**src/rtl/rail_fault_pkg.sv**
```systemverilog
package rail_fault_pkg;

    localparam int REG_W     = 8;
    localparam int ADDR_STAT = 0;
    localparam int ADDR_CTRL = 1;

    // control register bit positions
    localparam int CTRL_EN_BIT  = 0;
    localparam int CTRL_REL_BIT = 1;

    typedef enum logic {
        SEQ_RESET = 1'b0,
        SEQ_RUN   = 1'b1
    } seq_state_t;

    typedef struct packed {
        logic       ilim;   // bit 7
        logic       uv;     // bit 6
        logic       ov;     // bit 5
        logic       ot;     // bit 4
        logic [2:0] rsvd;   // bits 3..1
        logic       st_err; // bit 0
    } status_t;

    // live flags are only meaningful with the rail on; report 1 otherwise
    function automatic status_t build_status(
        input logic en,
        input logic ilim,
        input logic uv,
        input logic ov,
        input logic ot,
        input logic st_err
    );
        status_t s;
        s.ilim   = ilim | ~en;
        s.uv     = uv   | ~en;
        s.ov     = ov   | ~en;
        s.ot     = ot;
        s.rsvd   = 3'b000;
        s.st_err = st_err;
        return s;
    endfunction

endpackage

```
**src/rtl/rail_enable.sv**
```systemverilog
module rail_enable (
    input  logic clk,
    input  logic rst,
    input  logic ot,
    input  logic wr_ctrl,
    input  logic wr_en_val,
    output logic en_q
);
    always_ff @(posedge clk) begin
        if (rst) begin
            en_q <= 1'b0;
        end else if (ot) begin
            en_q <= 1'b0;
        end else if (wr_ctrl) begin
            en_q <= wr_en_val;
        end
    end


    ot_clears_en_chk: assert property (@(posedge clk) disable iff (rst)
        ot |=> !en_q);


    en_rise_needs_write_chk: assert property (@(posedge clk) disable iff (rst)
        $rose(en_q) |-> $past(wr_ctrl && wr_en_val && !ot));
endmodule

```
**src/rtl/selftest_flag.sv**
```systemverilog
module selftest_flag (
    input  logic clk,
    input  logic rst,
    input  logic done,
    input  logic pass,
    output logic err_q
);
    always_ff @(posedge clk) begin
        if (rst) begin
            err_q <= 1'b1;
        end else if (done) begin
            err_q <= ~pass;
        end
    end


    err_fall_chk: assert property (@(posedge clk) disable iff (rst)
        $fell(err_q) |-> $past(done && pass));
endmodule

```
**src/rtl/rail_seq.sv**
```systemverilog
module rail_seq
    import rail_fault_pkg::*;
#(
    parameter int RELEASE_CYC = 16
) (
    input  logic       clk,
    input  logic       rst,
    input  logic       ot,
    input  logic       rel_req,
    output seq_state_t state_q,
    output logic       host_rst_n,
    output logic       drv_en
);
    localparam int CNT_W = $clog2(RELEASE_CYC + 1);
    localparam logic [CNT_W-1:0] CNT_LAST = CNT_W'(RELEASE_CYC - 1);

    logic [CNT_W-1:0] cnt_q;

    always_ff @(posedge clk) begin
        if (rst) begin
            state_q <= SEQ_RESET;
            cnt_q   <= '0;
        end else begin
            unique case (state_q)
                SEQ_RUN: begin
                    cnt_q <= '0;
                    if (ot) state_q <= SEQ_RESET;
                end
                SEQ_RESET: begin
                    if (ot) begin
                        cnt_q <= '0;
                    end else if (rel_req || cnt_q == CNT_LAST) begin
                        state_q <= SEQ_RUN;
                        cnt_q   <= '0;
                    end else begin
                        cnt_q <= cnt_q + 1'b1;
                    end
                end
                default: state_q <= SEQ_RESET;
            endcase
        end
    end

    assign host_rst_n = (state_q == SEQ_RUN);
    assign drv_en     = (state_q == SEQ_RUN);


    ot_forces_reset_chk: assert property (@(posedge clk) disable iff (rst)
        ot |=> (!host_rst_n && !drv_en));


    no_release_under_ot_chk: assert property (@(posedge clk) disable iff (rst)
        (state_q == SEQ_RESET && ot) |=> state_q == SEQ_RESET);
endmodule

```
**src/rtl/stat_snapshot.sv**
```systemverilog
module stat_snapshot
    import rail_fault_pkg::*;
(
    input  logic             clk,
    input  logic             rst,
    input  logic             rd,
    input  logic             sel_stat,
    input  logic             sel_ctrl,
    input  status_t          stat,
    input  logic [REG_W-1:0] ctrl,
    output logic [REG_W-1:0] rdata_q
);
    always_ff @(posedge clk) begin
        if (rst) begin
            rdata_q <= '0;
        end else if (rd) begin
            if (sel_stat)      rdata_q <= stat;
            else if (sel_ctrl) rdata_q <= ctrl;
            else               rdata_q <= '0;
        end
    end


    rdata_hold_chk: assert property (@(posedge clk) disable iff (rst)
        !rd |=> $stable(rdata_q));
endmodule

```
**src/rtl/rail_fault_ctrl.sv**
```systemverilog
module rail_fault_ctrl
    import rail_fault_pkg::*;
#(
    parameter int ADDR_W      = 2,
    parameter int RELEASE_CYC = 16
) (
    input  logic              clk,
    input  logic              rst,
    input  logic              flt_ilim,
    input  logic              flt_ov,
    input  logic              flt_uv,
    input  logic              flt_ot,
    input  logic              bist_done,
    input  logic              bist_pass,
    input  logic              reg_wr,
    input  logic              reg_rd,
    input  logic [ADDR_W-1:0] reg_addr,
    input  logic [7:0]        reg_wdata,
    output logic [7:0]        reg_rdata,
    output logic              rail_en,
    output logic              host_rst_n,
    output logic              drv_en
);
    logic       sel_stat, sel_ctrl, wr_ctrl, rel_req;
    logic       en_q, st_err_q;
    seq_state_t state_q;
    status_t    stat;
    logic [REG_W-1:0] ctrl_rd;

    assign sel_stat = (reg_addr == ADDR_W'(ADDR_STAT));
    assign sel_ctrl = (reg_addr == ADDR_W'(ADDR_CTRL));
    assign wr_ctrl  = reg_wr && sel_ctrl;
    assign rel_req  = wr_ctrl && reg_wdata[CTRL_REL_BIT];

    rail_enable u_en (
        .clk       (clk),
        .rst       (rst),
        .ot        (flt_ot),
        .wr_ctrl   (wr_ctrl),
        .wr_en_val (reg_wdata[CTRL_EN_BIT]),
        .en_q      (en_q)
    );

    selftest_flag u_bist (
        .clk   (clk),
        .rst   (rst),
        .done  (bist_done),
        .pass  (bist_pass),
        .err_q (st_err_q)
    );

    rail_seq #(.RELEASE_CYC(RELEASE_CYC)) u_seq (
        .clk        (clk),
        .rst        (rst),
        .ot         (flt_ot),
        .rel_req    (rel_req),
        .state_q    (state_q),
        .host_rst_n (host_rst_n),
        .drv_en     (drv_en)
    );

    always_comb begin
        stat    = build_status(en_q, flt_ilim, flt_uv, flt_ov, flt_ot, st_err_q);
        ctrl_rd = '0;
        ctrl_rd[CTRL_EN_BIT] = en_q;
    end

    stat_snapshot u_snap (
        .clk      (clk),
        .rst      (rst),
        .rd       (reg_rd),
        .sel_stat (sel_stat),
        .sel_ctrl (sel_ctrl),
        .stat     (stat),
        .ctrl     (ctrl_rd),
        .rdata_q  (reg_rdata)
    );

    assign rail_en = en_q;


    run_implies_no_ot_chk: assert property (@(posedge clk) disable iff (rst)
        (state_q == SEQ_RUN) |-> !$past(flt_ot));
endmodule

```
**config.mk**
```make
export PLATFORM = sky130hd
export DESIGN_NAME = rail_fault_ctrl
export DESIGN_NICKNAME = d
export VERILOG_FILES = /design/src/rtl/rail_fault_pkg.sv /design/src/rtl/rail_enable.sv /design/src/rtl/selftest_flag.sv /design/src/rtl/rail_seq.sv /design/src/rtl/stat_snapshot.sv /design/src/rtl/rail_fault_ctrl.sv
export SDC_FILE = /design/constraint.sdc
export NUM_CORES = 1
export LEC_CHECK = 0
export BUFFER_PORTS_ARGS = -buffer_cell sky130_fd_sc_hd__buf_2
export CORE_AREA = 5 5 44 46
export CTS_CLUSTER_SIZE = 14
export DETAILED_ROUTE_END_ITERATION = 12
export DIE_AREA = 0 0 49 51
export GPL_TIMING_DRIVEN = 0
export PLACE_DENSITY = 0.81
export SLEW_MARGIN = 10
export SYNTH_ARGS = -nofsm -noshare
export SYNTH_HDL_FRONTEND = slang
export SYNTH_SLANG_ARGS = --single-unit
```
**constraint.sdc**
```tcl
create_clock -name clk -period 1.9 [get_ports clk]
set_input_delay 0.38 -clock clk [delete_from_list [all_inputs] [get_ports clk]]
set_output_delay 0.38 -clock clk [all_outputs]
set_load 0.02 [all_outputs]
```
### After elaboration in Yosys (flattened, before gate mapping)

Cells that the tools add are included.

* ROM bits: 0
* latch bits: 0
* memory bits (writable): 0
* input bits: 20
* output and inout bits: 11
* word-level logic and storage cells: 28
* register bits after elaboration: 16
* memories: 0

* order comparisons: 0
* multipliers: 0
* shift-type cells: 0
* bitwise logic cells: 6
* add/sub/neg operators: 1
* reductions and logical operators: 5
* eq/ne operators: 2
* divide/modulo/power cells: 0
* mux-type cells: 9

Operator list (count)
* two-way mux 5 bit: 2
* one-hot mux 5 bit (2 select lines): 1
* two-way mux 8 bit: 1
* adder 5 x 1 -> 5 bit, second input constant: 1
* equality test 5 x 4 -> 1 bit, second input constant: 1
* two-way mux 1 bit: 4
* inverter 1 bit: 3
* OR 1 bit: 3
* equality test 2 x 1 -> 1 bit, second input constant: 1
* logical AND 1 bit: 2
* logical NOT 2 bit: 1
* one-hot mux 1 bit (2 select lines): 1
* OR reduction 2 bit: 1
* logical OR 1 bit: 1

### Longest topological paths before layout

* word-level depth: 7
* mapped depth: 6
* depth with buffers taken out: 6

### Hierarchy

A second synthesis with hierarchy kept.

* cell total of the unflattened synthesis: 84
* area total of the unflattened synthesis: 759.5 µm²

By module, submodules not included
* stat_snapshot: sequential area each 160.2 µm², area each 386.6 µm², times used 1, cells each 45
* rail_seq: sequential area each 120.1 µm², area each 240.2 µm², times used 1, cells each 24
* rail_fault_ctrl: sequential area each 0.0 µm², area each 55.1 µm², times used 1, cells each 8
* rail_enable: sequential area each 20.0 µm², area each 40.0 µm², times used 1, cells each 3
* selftest_flag: sequential area each 20.0 µm², area each 37.5 µm², times used 1, cells each 4

### Least setup slack after synthesis

Ideal clock, no wire load.

* path kind: register to register
* from: register u_seq.cnt_q[0]
* to: register u_seq.cnt_q[2]
* cell stages (with the launch flop): 7
* period minus slack after synthesis: 1.397 ns
* arrival: 1.333 ns
* path buffers: 0
* path slack: 0.503 ns
* cell sequence: dfxtp_1 > ha_1 > and3_1 > ha_1 > nor4_4 > nand2b_2 > nor2_1

* cells in the longest elaborated chain, start to end: 5
* elaborated cells between the ends (all ways): 6
* classes of those cells: add/sub (1); eq/ne (1); mux (3); reduce/logical (1)

RTL lines
* start, declared: line rail_seq.sv:17 `logic [CNT_W-1:0] cnt_q;`
* start signal, assigned: line rail_seq.sv:36 `cnt_q <= cnt_q + 1'b1;`
* branches (longest 2 deep; another with adder 5 x 1 -> 5 bit)
* two-way mux 5 bit (*): line rail_seq.sv:32 `end else if (rel_req || cnt_q == CNT_LAST) begin`
* two-way mux 5 bit (*): line rail_seq.sv:30 `if (ot) begin`
* one-hot mux 5 bit (2 select lines) (*): line rail_seq.sv:24 `unique case (state_q)`

Mark *: on every way between the ends.
A chain may end at the register's enable or synchronous reset.

### Final worst setup path

Same ends and word-level chain as after synthesis.

==> impl_metrics.ini <==
[pwr]
power_density_nw_per_um2 = 701
ir_drop_mv = 0.479
leakage_nw = 0.349

[logic_synthesis]
synthTopCellsByArea = dfxtp_1 45%, buf_4 5.1%, nor2_1 4.5%
seq_area_frac_synth = 0.445
avgSynthCellArea_sq_um = 9.42
netlist_area_sq_um = 584
yosysUniqueCellTypes = 26
synth_top_area_share = 0.445
ys_seq_elements = 13
syn_inst = 62
yosysTopAreaCell = dfxtp_1
yosys_warnings = 0

[routing]
drt_iter0_markers = 1
drc = 0
drt_first_pass_iters = 2
wl_per_cell_microns = 10.8
drtAntennaViolNets = 0
num_vias = 490
viasPerCell = 4.71
drt_wl_total_mm = 1.12

[critical_path]
endpoint_kind = flop
cp.arrival_ps = 1710
crit_type = flop to flop
critPathLaunchType = flop
crit_path_max_fanout = 5
required_ps = 2120

[cts]
clk_latency_ps = 270
cts_buffers = 3
cts_tree = done
cts_sinks = 13
htree_levels = 1
cts_setup_buffers = 0
cts_buffer_depth = 2
hold_buffers = 0
clk_pin_slew_ps = 80
root_buffer = clkbuf_4
cts_resized = 0

[place]
placed_area_sq_um = 712
io_buffers = 20
gp_congestion = 0.734
dp_slack_ps = 395
dp_hpwl_microns = 911

[final_layout]
final_cell_mix = 20 x buf_2, 13 x dfxtp_1, 7 x nor2_1
diodes = 0
area_growth_pct = 26.3
nets = 111
drive_gt1_frac = 0.364
final_common_cell = buf_2
fin_area_sq_um = 738
post-route-util = 0.502
fillCellCount = 162

[die]
die_area_sq_um = 2500
initial_utilization = 0.397
die_h_microns = 51
ios = 31
die_w_microns = 49
num_rows = 14
core_sq_um = 1470

[timing]
rsz0062_at_grt = false
tns_ps = 0
worst_slack_ps = 410
clock_skew_ps = 3.68
fin_crit_sh = 0.784
finalHoldViolCount = 0
setup_viol = 0
hold_ws_ps = 306
max_freq_ghz = 0.671
final_max_slew_viol_count = 0
fin_crit_ps = 1490

[outcome]
outcome = finished clean

[global_route]
gr-usage-all-layers = 0.100
overflow = 0
grt_pass1_wl_mm = 1.96
grt_pass1_vias = 499
grt_start_max_net_pins = 10
antenna_found_initial = 0

[worst_hold_path]
min_path_type = primary input to flop

[run]
cap_violations = 0
metrics by stage:
step | instances | total power [W]
final | 104 | 0.000518
after global routing | 104 | 0.000552
after CTS | 104 | 0.000530
after detailed placement | 100 | 0.000358
after global placement | 100 | 0.000355
after floorplan | 64 | 0.000332
layout make-up:
| type | instances | area [sq um] | share of cell area |
|---|---|---|---|
| multi-input combinational | 42 | 275 | 0.373 |
| sequential | 13 | 260 | 0.353 |
| timing repair buffer | 20 | 100 | 0.136 |
| buffer | 5 | 41.3 | 0.0559 |
| clock buffer | 4 | 26.3 | 0.0356 |
| tap | 16 | 20.0 | 0.0271 |
| inverter | 4 | 15.0 | 0.0203 |
worst paths after layout:
| path | from | endpoint | slack [ps] | depth (start not counted) |
|---|---|---|---|---|
| worst min register to register | u_seq.cnt_q[0]$_SDFF_PP0_ | u_seq.cnt_q[0]$_SDFF_PP0_ | 460 | 1 |
| worst max register to register | u_seq.cnt_q[0]$_SDFF_PP0_ | u_seq.cnt_q[2]$_SDFF_PP0_ | 410 | 6 |
| worst max-delay path | u_seq.cnt_q[0]$_SDFF_PP0_ | u_seq.cnt_q[2]$_SDFF_PP0_ | 410 | 6 |
| worst min-delay path | rst | u_snap.rdata_q[7]$_SDFFE_PP0P_ | 310 | 2 |
cell usage after synthesis, drive strengths merged:
cell type	number
a21oi	4
a31oi	1
and3	1
and4b	1
buf	5
conb	1
dfxtp	13
ha	2
inv	4
mux2	1
mux2i	1
nand2	1
nand2b	5
nand3	1
nand3b	1
nor2	7
nor2b	2
nor3	3
nor3b	1
nor4	1
o21ai	4
xnor2	1
xor2	1
state kept, by name, summed over array words and instances, names as in the netlist:
register and flops:
u_snap.rdata_q 5, u_bist.err_q 1, u_seq.drv_en 1, u_en.en_q 1, u_seq.cnt_q 5
cell families after synthesis:
group                      after synthesis  synth area share
adders and majority gates                2            0.0428
and+or+nand+nor                         24             0.263
xor gates and xnor gates                 2            0.0300
AOI/OAI and AO/OA                        9            0.0792
other                                    1           0.00642
buffers and inverters                    9            0.0964
muxes                                    2            0.0364
DFF                                     13             0.445
where the power goes:
part / internal, W / switching (W)
sequential: 0.000280 / 0.00000411
clock: 0.0000814 / 0.0000856
combinational: 0.0000319 / 0.0000349
total: 0.000393 / 0.000125
worst max-delay path, cell delays in order (launching register included):
cell and delay, ps:
dfxtp_1 330, ha_1 210, and3_1 150, ha_1 220
nor4_4 290, nand2b_2 130, nor2_1 110
metal layers:
metal  track usage  vias up  share of wire  wire, microns
li1              -      252              -              -
met1        0.0817      220           0.37            420
met2         0.189       16           0.52            579
met3        0.0640        2           0.10            118
met4        0.0404        0         0.0044              5
met5             0        -              0              0
Power figures use the tool's default switching activity.
